$ cat src/rtl/dsss_link_pkg.sv
package dsss_link_pkg;
  localparam int DATA_W = 7;
  localparam int CODE_W = 11;
  localparam int SYN_W  = 4;

  function automatic logic is_check_pos(input int p);
    return ((p & (p - 1)) == 0);
  endfunction

  // index p-1 holds position p
  function automatic logic [CODE_W-1:0] ham_encode(input logic [DATA_W-1:0] d);
    logic [CODE_W-1:0] c;
    int k;
    c = '0;
    k = 0;
    for (int p = 1; p <= CODE_W; p++) begin
      if (!is_check_pos(p)) begin
        c[p-1] = d[k];
        k++;
      end
    end
    for (int b = 0; b < SYN_W; b++) begin
      for (int p = 1; p <= CODE_W; p++) begin
        if (((p >> b) & 1) == 1 && p != (1 << b)) c[(1 << b) - 1] = c[(1 << b) - 1] ^ c[p-1];
      end
    end
    return c;
  endfunction

  function automatic logic [SYN_W-1:0] ham_syndrome(input logic [CODE_W-1:0] c);
    logic [SYN_W-1:0] s;
    s = '0;
    for (int p = 1; p <= CODE_W; p++) begin
      if (c[p-1]) s = s ^ SYN_W'(p);
    end
    return s;
  endfunction

  function automatic logic [DATA_W-1:0] ham_extract(input logic [CODE_W-1:0] c);
    logic [DATA_W-1:0] d;
    int k;
    d = '0;
    k = 0;
    for (int p = 1; p <= CODE_W; p++) begin
      if (!is_check_pos(p)) begin
        d[k] = c[p-1];
        k++;
      end
    end
    return d;
  endfunction
endpackage

$ cat src/rtl/dsss_pn_gen.sv
module dsss_pn_gen #(
  parameter int unsigned       W     = 7,
  parameter logic [W-1:0]      TAPS  = 7'b1100000,
  parameter logic [W-1:0]      SEED  = 7'b0000001
) (
  input  logic clk,
  input  logic rst_n,
  input  logic restart,
  input  logic advance,
  output logic pn_bit
);
  logic [W-1:0] state;
  logic [W-1:0] base;

  function automatic logic [W-1:0] lfsr_next(input logic [W-1:0] s);
    return {s[W-2:0], ^(s & TAPS)};
  endfunction

  assign base   = restart ? SEED : state;
  assign pn_bit = base[W-1];

  always_ff @(posedge clk) begin
    if (!rst_n)       state <= SEED;
    else if (advance) state <= lfsr_next(base);
    else if (restart) state <= SEED;
  end
endmodule

$ cat src/rtl/dsss_tx.sv
module dsss_tx
  import dsss_link_pkg::*;
#(
  parameter int unsigned CHIPS = 7
) (
  input  logic              clk,
  input  logic              rst_n,
  input  logic              in_valid,
  output logic              in_ready,
  input  logic [DATA_W-1:0] in_data,
  output logic              tx_chip,
  output logic              tx_sof,
  output logic              accept
);
  localparam int CHIP_W = (CHIPS > 1) ? $clog2(CHIPS) : 1;
  localparam int IDX_W  = $clog2(CODE_W);

  logic              busy;
  logic [CODE_W-1:0] cw;
  logic [IDX_W-1:0]  bit_idx;
  logic [CHIP_W-1:0] chip_cnt;
  logic              pn;
  logic              last_chip;

  assign in_ready  = !busy;
  assign accept    = in_valid && !busy;
  assign last_chip = (chip_cnt == CHIP_W'(CHIPS - 1));

  dsss_pn_gen u_pn (
    .clk    (clk),
    .rst_n  (rst_n),
    .restart(accept),
    .advance(busy),
    .pn_bit (pn)
  );

  always_ff @(posedge clk) begin
    if (!rst_n) begin
      busy     <= 1'b0;
      cw       <= '0;
      bit_idx  <= '0;
      chip_cnt <= '0;
    end else if (accept) begin
      busy     <= 1'b1;
      cw       <= ham_encode(in_data);
      bit_idx  <= IDX_W'(CODE_W - 1);
      chip_cnt <= '0;
    end else if (busy) begin
      if (last_chip) begin
        chip_cnt <= '0;
        if (bit_idx == '0) busy <= 1'b0;
        else               bit_idx <= bit_idx - 1'b1;
      end else begin
        chip_cnt <= chip_cnt + 1'b1;
      end
    end
  end

  assign tx_chip = busy && (cw[bit_idx] ^ pn);
  assign tx_sof  = busy && (bit_idx == IDX_W'(CODE_W - 1)) && (chip_cnt == '0);
endmodule

$ cat src/rtl/dsss_ham_decoder.sv
module dsss_ham_decoder
  import dsss_link_pkg::*;
(
  input  logic [CODE_W-1:0] word,
  output logic [SYN_W-1:0]  syn,
  output logic [DATA_W-1:0] data,
  output logic              fixed,
  output logic              uncorr
);
  logic [CODE_W-1:0] repaired;

  always_comb begin
    syn      = ham_syndrome(word);
    fixed    = (syn != '0) && (int'(syn) <= CODE_W);
    uncorr   = (int'(syn) > CODE_W);
    repaired = word;
    for (int p = 1; p <= CODE_W; p++) begin
      if (fixed && int'(syn) == p) repaired[p-1] = ~word[p-1];
    end
    data = ham_extract(repaired);
  end
endmodule

$ cat src/rtl/dsss_rx.sv
module dsss_rx
  import dsss_link_pkg::*;
#(
  parameter int unsigned CHIPS = 7
) (
  input  logic              clk,
  input  logic              rst_n,
  input  logic              rx_chip,
  input  logic              rx_sof,
  output logic              out_valid,
  output logic [DATA_W-1:0] out_data,
  output logic              out_fixed,
  output logic              out_uncorr,
  output logic              frame_done,
  output logic [SYN_W-1:0]  dec_syn
);
  localparam int CHIP_W = (CHIPS > 1) ? $clog2(CHIPS) : 1;
  localparam int ONES_W = $clog2(CHIPS + 1);
  localparam int IDX_W  = $clog2(CODE_W);
  localparam int MAJ    = CHIPS / 2 + 1;

  logic              busy;
  logic [CHIP_W-1:0] chip_cnt;
  logic [ONES_W-1:0] ones;
  logic [IDX_W-1:0]  bit_cnt;
  logic [CODE_W-1:0] shreg;
  logic              take, pn, chip_d, bit_end, decided;
  logic [CHIP_W-1:0] cur_chip;
  logic [ONES_W-1:0] cur_ones;
  logic [IDX_W-1:0]  cur_bit;
  logic [CODE_W-1:0] word;
  logic [DATA_W-1:0] dec_data;
  logic              dec_fixed, dec_uncorr;

  assign take     = rx_sof || busy;
  assign chip_d   = rx_chip ^ pn;
  assign cur_chip = rx_sof ? '0 : chip_cnt;
  assign cur_ones = (rx_sof ? '0 : ones) + ONES_W'(chip_d);
  assign cur_bit  = rx_sof ? '0 : bit_cnt;
  assign bit_end  = take && (cur_chip == CHIP_W'(CHIPS - 1));
  assign decided  = (cur_ones >= ONES_W'(MAJ));
  assign frame_done = bit_end && (cur_bit == IDX_W'(CODE_W - 1));
  assign word     = {shreg[CODE_W-2:0], decided};

  dsss_pn_gen u_pn (
    .clk    (clk),
    .rst_n  (rst_n),
    .restart(rx_sof),
    .advance(take),
    .pn_bit (pn)
  );

  dsss_ham_decoder u_dec (
    .word  (word),
    .syn   (dec_syn),
    .data  (dec_data),
    .fixed (dec_fixed),
    .uncorr(dec_uncorr)
  );

  always_ff @(posedge clk) begin
    if (!rst_n) begin
      busy     <= 1'b0;
      chip_cnt <= '0;
      ones     <= '0;
      bit_cnt  <= '0;
      shreg    <= '0;
    end else if (take) begin
      if (bit_end) begin
        chip_cnt <= '0;
        ones     <= '0;
        shreg    <= word;
        bit_cnt  <= cur_bit + 1'b1;
        if (frame_done) busy <= 1'b0;
        else            busy <= 1'b1;
      end else begin
        busy     <= 1'b1;
        chip_cnt <= cur_chip + 1'b1;
        ones     <= cur_ones;
        bit_cnt  <= cur_bit;
      end
    end
  end

  always_ff @(posedge clk) begin
    if (!rst_n) begin
      out_valid  <= 1'b0;
      out_data   <= '0;
      out_fixed  <= 1'b0;
      out_uncorr <= 1'b0;
    end else begin
      out_valid <= frame_done;
      if (frame_done) begin
        out_data   <= dec_data;
        out_fixed  <= dec_fixed;
        out_uncorr <= dec_uncorr;
      end
    end
  end
endmodule

$ cat src/rtl/dsss_hamming_link.sv
module dsss_hamming_link
  import dsss_link_pkg::*;
#(
  parameter int unsigned CHIPS = 7
) (
  input  logic              clk,
  input  logic              rst_n,
  input  logic              in_valid,
  output logic              in_ready,
  input  logic [DATA_W-1:0] in_data,
  output logic              tx_chip,
  output logic              tx_sof,
  input  logic              rx_chip,
  input  logic              rx_sof,
  output logic              out_valid,
  output logic [DATA_W-1:0] out_data,
  output logic              out_fixed,
  output logic              out_uncorr
);
  logic             tx_accept;
  logic             rx_frame_done;
  logic [SYN_W-1:0] rx_syn;

  dsss_tx #(.CHIPS(CHIPS)) u_tx (
    .clk     (clk),
    .rst_n   (rst_n),
    .in_valid(in_valid),
    .in_ready(in_ready),
    .in_data (in_data),
    .tx_chip (tx_chip),
    .tx_sof  (tx_sof),
    .accept  (tx_accept)
  );

  dsss_rx #(.CHIPS(CHIPS)) u_rx (
    .clk       (clk),
    .rst_n     (rst_n),
    .rx_chip   (rx_chip),
    .rx_sof    (rx_sof),
    .out_valid (out_valid),
    .out_data  (out_data),
    .out_fixed (out_fixed),
    .out_uncorr(out_uncorr),
    .frame_done(rx_frame_done),
    .dec_syn   (rx_syn)
  );
endmodule

$ cat config.mk
export PLATFORM = sky130hd
export DESIGN_NAME = dsss_hamming_link
export DESIGN_NICKNAME = d
export VERILOG_FILES = /design/src/rtl/dsss_link_pkg.sv /design/src/rtl/dsss_pn_gen.sv /design/src/rtl/dsss_tx.sv /design/src/rtl/dsss_ham_decoder.sv /design/src/rtl/dsss_rx.sv /design/src/rtl/dsss_hamming_link.sv
export SDC_FILE = /design/constraint.sdc
export NUM_CORES = 1
export LEC_CHECK = 0
export CAP_MARGIN = 20
export CORE_ASPECT_RATIO = 1.75
export CORE_UTILIZATION = 62
export DETAILED_ROUTE_END_ITERATION = 8
export GPL_TIMING_DRIVEN = 0
export PLACE_DENSITY = 0.93
export SYNTH_ARGS = -nofsm -noshare
export SYNTH_HDL_FRONTEND = slang
export SYNTH_SLANG_ARGS = --single-unit
$ cat constraint.sdc
create_clock -name clk -period 5.6 [get_ports clk]
set_input_delay 0.56 -clock clk [delete_from_list [all_inputs] [get_ports clk]]
set_output_delay 0.56 -clock clk [all_outputs]
set_load 0.005 [all_outputs]
# [Word level (Yosys, flattened, before mapping)]
# Cells that the tools add are included.
[totals] input_bits=12 output_inout_bits=13 wordCells=213 register_bits=64
[op_classes] n_eq_ne=12 order_cmp=10 addsub=10 n_reduce_logical=27 bitwise_logic=33 mux=105
[op_table] cell="2-to-1 mux 32 bit" count=12
[op_table] cell="less-than comparator 32 x 5 -> 1 bit, second input constant" count=6
[op_table] cell="adder 32 x 2 -> 32 bit, second input constant" count=5
[op_table] cell="2-to-1 mux 1 bit" count=61
[op_table] cell="2-to-1 mux 4 bit" count=10
[op_table] cell="equality test 4 bit, second input constant" count=8
[op_table] cell="2-to-1 mux 7 bit" count=4
[op_table] cell="2-to-1 mux 3 bit" count=9
[op_table] cell="binary-select mux 1 bit (select 3 bit)" count=6
[op_table] cell="logical AND 1 bit" count=14
[op_table] cell="parity 7 bit" count=2
[op_table] cell="bitwise XOR 1 bit" count=14
[op_table] cell="NOT 2 bit" count=5
[op_table] cell="NOT 1 bit" count=9
[op_table] cell="adder 3 x 1 -> 3 bit, second input constant" count=2
[op_table] cell="equality test 3 bit, second input constant" count=2
[op_table] cell="NOT 3 bit" count=2
[op_table] cell="AND reduction 3 bit" count=2
[op_table] cell="less-than comparator 4 x 5 -> 1 bit, second input constant" count=1
[op_table] cell="adder 4 x 1 -> 4 bit, second input constant" count=1
[op_table] cell="binary-select mux 1 bit (select 4 bit)" count=1
[op_table] cell="equality test 4 x 3 -> 1 bit, second input constant" count=1
[op_table] cell="> comparator 4 bit, second input constant" count=1
[op_table] cell="<= comparator 4 bit, second input constant" count=1
[op_table] cell="other kinds (14)" count=18

# [Longest topological paths before layout]
# Gate-level depths: netlist of run 1.
[depth] ltp_word=26 ltp_mapped=10 depth_no_buf=9

# [Modules after synthesis]
# From an unflattened synthesis of run 1, not the netlist that was laid out.
[unflattened] hier_cells=369 area_unflattened_um2=3293.2
[modules_own_cells] mod="dsss_rx" instances=1 seq_area_each_um2=620.6 area_per_inst_um2=1383.8 cells_per_inst=156
[modules_own_cells] mod="dsss_tx" instances=1 seq_area_each_um2=380.4 area_per_inst_um2=1043.5 cells_per_inst=124
[modules_own_cells] mod="dsss_pn_gen" instances=2 seq_area_each_um2=140.1 area_per_inst_um2=282.8 cells_per_inst=27
[modules_own_cells] mod="dsss_ham_decoder" instances=1 seq_area_each_um2=0.0 area_per_inst_um2=300.3 cells_per_inst=35

# [Worst setup path after synthesis of run 1]
# Ideal clock, no wire load.
[synth_path] kind="input-to-reg" startpoint="input rx_sof" endpoint="register u_rx.out_data[0]" t_arrival_ns=2.591 slack_ns=2.882 cell_stages=10 setup_ns=0.127 path_cell_list="buf_4 > inv_2 > nand2_1 > xnor2_1 > ha_1 > ha_1 > xnor3_2 > mux2i_4 > and3_1 > or3_1"
[synth_via] elab_chain_cells=24 elab_cells_between_ends=34 cone_classes="1 x add/sub; 2 x order compare; 3 x eq/ne; 16 x mux; 6 x bitwise; 6 x reduce/logical"
[synth_lines] element="start: declaration" line_no="dsss_hamming_link.sv:14" text="input logic rx_sof,"
[synth_lines] element="2-to-1 mux 7 bit" line_no="dsss_pn_gen.sv:19" text="assign base = restart ? SEED : state;"
[synth_lines] element="bitwise XOR 1 bit" line_no="dsss_rx.sv:36" text="assign chip_d = rx_chip ^ pn;"
[synth_lines] element="adder 3 x 1 -> 3 bit" line_no="dsss_rx.sv:38" text="assign cur_ones = (rx_sof ? '0 : ones) + ONES_W'(chip_d);"
[synth_lines] element="greater-or-equal comparator 3 bit" line_no="dsss_rx.sv:41" text="assign decided = (cur_ones >= ONES_W'(MAJ));"
[synth_lines] element="2-to-1 mux 1 bit" line_no="dsss_link_pkg.sv:34" text="if (c[p-1]) s = s ^ SYN_W'(p);"
[synth_lines] element="2-to-1 mux 2 bit" line_no="dsss_link_pkg.sv:34"
[synth_lines] element="NOT 2 bit (no line)"
[synth_lines] element="2-to-1 mux 2 bit" line_no="dsss_link_pkg.sv:34"
[synth_lines] element="[7 not listed]"
[synth_lines] element="NOT 2 bit (no line)"
[synth_lines] element="2-to-1 mux 4 bit (2 in a row)" line_no="dsss_link_pkg.sv:34"
[synth_lines] element="NOT 3 bit (no line)"
[synth_lines] element="2-to-1 mux 4 bit" line_no="dsss_link_pkg.sv:34"
[synth_lines] element="<= comparator 4 bit or nonzero test 4 bit (tied branches)" line_no="dsss_ham_decoder.sv:14" text="fixed = (syn != '0) && (int'(syn) <= CODE_W);"
[synth_lines] element="logical AND 1 bit" line_no="dsss_ham_decoder.sv:14"
[synth_lines] element="logical AND 1 bit" line_no="dsss_ham_decoder.sv:18" text="if (fixed && int'(syn) == p) repaired[p-1] = ~word[p-1];"
[synth_lines] element="2-to-1 mux 1 bit" line_no="dsss_ham_decoder.sv:18"
[synth_lines] element="end signal: assignment" line_no="dsss_rx.sv:94" text="out_data <= dec_data;"
[synth_lines] element="end: declaration" line_no="dsss_rx.sv:11" text="output logic [DATA_W-1:0] out_data,"
# Parallel ways exist; a longest one is shown, timed or not.
# A chain may end at the register's enable or synchronous reset.

# [Final worst setup path of run 1]
[layout_path] startpoint="input rx_sof" endpoint="register u_rx.out_data[3]"
# Same word-level chain as after synthesis.

==> impl_metrics.ini, run 1 <==
[sta]
fin_crit_sh_pct = 57.1
rsz0062_at_grt = no
tightest_slew_ps = 570
whs_ps = 445
slew_headroom_pct = 62.0
fmax_mhz = 313
finalSetupViolCount = 0
hold_violations = 0
tns_ps = 0
clock_skew_ps = 4.87
min_period_ps = 3200
maxSlewViolCount = 0

[place]
gp_congestion = 0.855
placed_cells = 443
hpwl_mm = 5.34
port_buffers = 23

[logic_synthesis]
synth_flop_cell = dfxtp_1
synth_area_leaders = dfxtp_1 (40%), nand2_1 (7.0%), a21oi_1 (5.8%)
netlist_instances = 366
synth_commonest_cells = dfxtp_1 (64), nand2_1 (60), a21oi_1 (37)
synth-async-reset-ratio_pct = 0
synth-seq-cells = 64
synth_cell_types = 48
yosysMostFrequentCell = dfxtp_1
seq_area_frac_synth_pct = 39.8
synth_top_area_share_pct = 39.8
yosys.area.top_type = dfxtp_1
synth-edff-count = 0
syn_nets = 387
synthesis.area_um2 = 3220
synth.avg_cell_area_um2 = 8.79
ys_warn_count = 0

[global_routing]
first_global_vias = 2785
grt_max_degree = 11
gr-total-overflow = 0
grt_usage_pct = 28.7
grt_antenna_before_repair = 0
grt_pass1_wl_mm = 12.3

[clocking]
cts_setup_buffers = 0
cts_tree = yes
cts_resized = 0
clock_latency_ps = 340
clk_pin_slew_ps = 70
clockRootBuffer = clkbuf_8
cts_hold_buf = 0
numCtsBuffers = 9
clockBufferDepth = 2
htreeDepth = 3
cts_sinks = 64

[routing]
wl_per_cell_um = 15.9
vias = 2765
drt.antenna.violating_nets = 0
drtIter0Drc = 194
wl_mm = 7.30
routed_via_density = 6.04
drc_errors = 0
dr.pass1.iters = 5

[power]
p_sw_mw = 0.220
clock_power_share_pct = 40.4
p_int_mw = 0.716
power_frac_seq_pct = 50.9
pwr-share-comb_pct = 8.7
pwr_density_cell_nw_per_um2 = 253
peakVddDrop_v = 0.000226
p_leak_nw = 1.42
power.total_mw = 0.936
power_switching_share_pct = 23.5

[worst_setup_path]
crit_required_ps = 5820
critPathMaxStageDelay_ps = 550
path_class = input pin to register
start_kind = input pin
slowest_stage = xnor3_2
crit_path_frequent_cell = ha_1
path_cells = clkdlybuf4s50_1 -> buf_4 -> inv_2 -> nand2_1 -> xnor2_1 -> ha_1 -> ha_1 -> xnor3_2 -> mux2i_4 -> and3_1 -> or3_1
cp-end-kind = register
reg2reg_from = u_rx.u_pn.state[6]$_SDFF_PN0_
path_max_fanout = 10
crit_start = rx_sof
worst_ep_arrival_time_ps = 3410

[worst_hold_path]
hold_path_startpoint = u_rx.out_fixed$_SDFFE_PN0P_
hold_class = register to register

[floorplanning]
die_w_um = 56.4
initial_utilization_pct = 64.6
dieArea_um2 = 5490
ioPinCount = 25
die_y_um = 97.3
core_um2 = 4980
fp-row-count = 34

[layout]
nets = 421
syn2layout_area_growth_pct = 15.1
drive_gt1_share_pct = 10.9
instances_no_fill = 458
diodes = 0

[job]
maxCapViolations = 0

[status]
status = finished, final reports clean
-- layer usage --
| metal | part of all wire (%) | wire length [um] | up-vias | GRT usage, % |
|---|---|---|---|---|
| met2 | 56 | 4050 | 81 | 52.9 |
| met1 | 36 | 2610 | 1314 | 27.3 |
| met3 | 4.1 | 298 | 36 | 5.59 |
| li1 | - | - | 1334 | - |
| met4 | 4.6 | 337 | 0 | 19.3 |
| met5 | 0 | 0 | - | 0 |
-- worst max-delay path, delay by kind of cell --
kind / cells / cell delay [ps]
xor gates and xnor gates: 2 / 720
muxes: 1 / 250
and+or+nand+nor: 3 / 620
buffers and inverters: 3 / 840
adders and majority gates: 2 / 420
-- layout make-up --
type | count | area, um^2
plain buffers | 21 | 110
repair buffers | 23 | 230
clock inverters | 4 | 45.0
multi-input cells | 272 | 1790
fillers | 333 | 1280
clock buffers | 11 | 141
well taps | 54 | 67.6
inverters | 9 | 33.8
flip-flops and latches | 64 | 1280
-- cell families after synthesis --
group	synth area share, %
AO/OA/AOI/OAI	12.7
XOR/XNOR	10.4
adder cells (fa/ha/maj)	3.50
buffers and inverters	4.47
flip-flops	39.8
multiplexers	5.76
AND/OR/NAND/NOR	23.3
-- power by group through the flow --
stage / sequential, mW / clock (mW) / combinational (mW)
global placement: 0.486 / 0 / 0.0774
finish: 0.477 / 0.378 / 0.0818
floorplan: 0.484 / 0 / 0.0554
CTS: 0.477 / 0.382 / 0.0817
detailed placement: 0.487 / 0 / 0.0808
global route: 0.478 / 0.401 / 0.0911
-- registers in the layout (all words and copies together), names as in the netlist, 3 cells and up --
signal / flops
u_rx.ones: 3
u_rx.chip_cnt: 3
u_tx.cw: 11
u_tx.bit_idx: 4
u_tx.u_pn.state: 7
u_rx.out_data: 7
u_rx.shreg: 10
u_rx.bit_cnt: 4
u_rx.u_pn.state: 7
u_tx.chip_cnt: 3
-- worst paths after layout --
kind / endpoint / slack, ps / cells after the start
setup / recovery: u_rx.out_data[3]$_SDFFE_PN0P_ / 2400 / 11
hold / removal: u_rx.out_fixed$_SDFFE_PN0P_ / 440 / 2
setup reg to reg: u_rx.out_data[3]$_SDFFE_PN0P_ / 3110 / 8
hold reg to reg: u_rx.out_fixed$_SDFFE_PN0P_ / 440 / 2
-- stage by stage --
stage	util (%)	area, um^2	setup slack (ps)
3_3_place_gp	70.6	3510	2110
6_report	74.3	3700	2400
4_1_cts	74.3	3700	2440
5_1_grt	74.3	3700	2290
3_5_place_dp	70.6	3510	2090
2_1_floorplan	-	3220	2880
-- placed cells by master (no fill, tap or decap), types with 4 or more instances in the layout --
master           count
or3_1                8
nor2b_1              9
xor2_1               8
nor4_1               7
a21oi_1             37
nor3b_1              4
inv_1                6
mux2i_1              9
and3_1               7
buf_2                4
clkbuf_8            10
nor3_1               6
nand2_1             60
a32o_1               7
clkdlybuf4s50_1     23
o21ai_0             11
dfxtp_1             64
xnor2_1             18
nor2_1              33
a22oi_1              6
ha_1                 9
clkbuf_1            12
No activity file was read; power rests on OpenSTA's default activity.
==> run 2, diff against run 1 <==
Settings changed: CORE_UTILIZATION 62 to 58, PLACE_DENSITY 0.93 to 0.88.
Clock period 5.6 ns to 3.3 ns, I/O delays scaled along.
==> run 2 against run 1 <==
Against the previous run:
- worst hold slack worse by 77 ps
- clock power up 80%
- sequential power up 70%
- critical path type unchanged
- final area up 1.0%
==> impl_metrics.ini, run 2 (synthesis results as in run 1) <==
[status]
status = finished, final reports clean

[clocking]
clock_latency_ps = 350
clockRootBuffer = clkbuf_8
cts_resized = 0
cts_hold_buf = 0
cts_tree = yes
htreeDepth = 3
cts_sinks = 64
clk_pin_slew_ps = 60
cts_setup_buffers = 0
clockBufferDepth = 2
numCtsBuffers = 9

[routing]
wl_mm = 7.28
wl_per_cell_um = 15.2
drtIter0Drc = 115
drc_errors = 0
met3WireLength_um = 238
dr.max_layer_used = met4
dr.pass1.iters = 4
route.met2.wl_mm = 4.08
routed_via_density = 5.68
vias = 2723
drt.antenna.violating_nets = 0
drt-met1-wl_mm = 2.70

[power]
pwr-share-comb_pct = 8.5
clock_power_share_pct = 41.8
peakVddDrop_v = 0.000280
pwr_density_cell_nw_per_um2 = 435
power.total_mw = 1.63
p_int_mw = 1.24
p_sw_mw = 0.384
power_switching_share_pct = 23.6
p_leak_nw = 1.42
power_frac_seq_pct = 49.8

[worst_setup_path]
crit_path_frequent_cell = ha_1
timing.critical_path.max_delay_family = buffers and inverters
start_kind = input pin
critPathBufInv = 3
critPathMaxStageDelay_ps = 560
cp-end-kind = register
path_class = input pin to register
worst_ep_arrival_time_ps = 3200
path_max_fanout = 10
crit_required_ps = 3530
slowest_stage = xnor3_2
path_cells = clkdlybuf4s50_1 -> buf_4 -> inv_2 -> nand2_1 -> xnor2_1 -> ha_1 -> ha_1 -> xnor3_2 -> mux2i_4 -> and3_1 -> or3_1

[floorplanning]
fp-row-count = 35
die_y_um = 101
dieArea_um2 = 5860
die_w_um = 58.3
initial_utilization_pct = 60.7
core_um2 = 5300
ioPinCount = 25

[sta]
tightest_slew_ps = 583
slew_headroom_pct = 61.1
min_period_ps = 2980
clock_skew_ps = 5.31
fmax_mhz = 336
maxSlewViolCount = 0
fin_crit_sh_pct = 90.2
hold_violations = 0
rsz0062_at_grt = no
finalSetupViolCount = 0

[layout]
top_regs = u_tx.cw (11), u_rx.shreg (10)
drive_gt1_share_pct = 10.9
instances_no_fill = 479
regMostFlops = u_tx.cw
largest_reg_flops = 11
nets = 421
final_util_pct = 70.5
mostFrequentLayoutCells = dfxtp_1 (64), nand2_1 (60), a21oi_1 (37)
stdcell_area_um2 = 3740
diodes = 0
final_common_cell = dfxtp_1
syn2layout_area_growth_pct = 16.2

[place]
placed_cells = 463
place_area_um2 = 3540
hpwl_mm = 5.23
port_buffers = 23
gp_congestion = 0.853

[global_routing]
gr-total-overflow = 0
grt_antenna_before_repair = 0
first_global_vias = 2797
grt_usage_pct = 27.0
grt_pass1_wl_mm = 11.9
grt_max_degree = 11

[worst_hold_path]
hold_class = input pin to register

[job]
maxCapViolations = 0
[run 2: path summary, 6_finish.rpt]
path | slack (ps) | depth (start not counted) | end | startpoint
worst min register to register | 460 | 2 | u_tx.cw[9]$_SDFFE_PN0P_ | u_tx.cw[9]$_SDFFE_PN0P_
worst max-delay path | 320 | 11 | u_rx.out_data[3]$_SDFFE_PN0P_ | rx_sof
worst min-delay path | 370 | 2 | u_tx.u_pn.state[0]$_SDFF_PN1_ | rst_n
worst max register to register | 760 | 8 | u_rx.out_data[3]$_SDFFE_PN0P_ | u_rx.u_pn.state[6]$_SDFF_PN0_
[run 2: area by class of cell]
cell class,count,area [um^2]
clock buffer,13,159
buffer,21,110
multi-input combinational,272,1790
sequential,64,1280
inverter,9,33.8
tap,74,92.6
fill,392,1560
timing repair buffer,23,230
clock inverter,3,40.0
[run 2: stage by stage]
stage	hold slack (ps)	TNS (ps)	setup slack [ps]
2_1_floorplan	429	0	812
3_3_place_gp	431	0	21.2
3_5_place_dp	441	-4.51	-4.51
4_1_cts	358	0	341
5_1_grt	393	0	223
6_report	367	0	322
[run 2: power by group through the flow]
| stage | sequential [mW] | combinational (mW) | clock (mW) |
|---|---|---|---|
| final | 0.809 | 0.138 | 0.679 |
| after floorplan | 0.822 | 0.0939 | 0 |
| after CTS | 0.809 | 0.137 | 0.682 |
| after global routing | 0.811 | 0.153 | 0.722 |
| after detailed placement | 0.826 | 0.137 | 0 |
| after global placement | 0.825 | 0.132 | 0 |
[run 2: worst register-to-register path: stages, from the launching register on]
cell,delay [ps]
dfxtp_1,380
nand2_1,90
xnor2_1,170
ha_1,180
ha_1,240
xnor3_2,560
mux2i_4,260
and3_1,200
or3_1,340
[run 2: layer usage]
| layer | up-vias | track usage (%) |
|---|---|---|
| met2 | 57 | 50.0 |
| met3 | 22 | 7.32 |
| met1 | 1319 | 25.2 |
| li1 | 1325 | - |
| met4 | 0 | 16.8 |
| met5 | - | 0 |
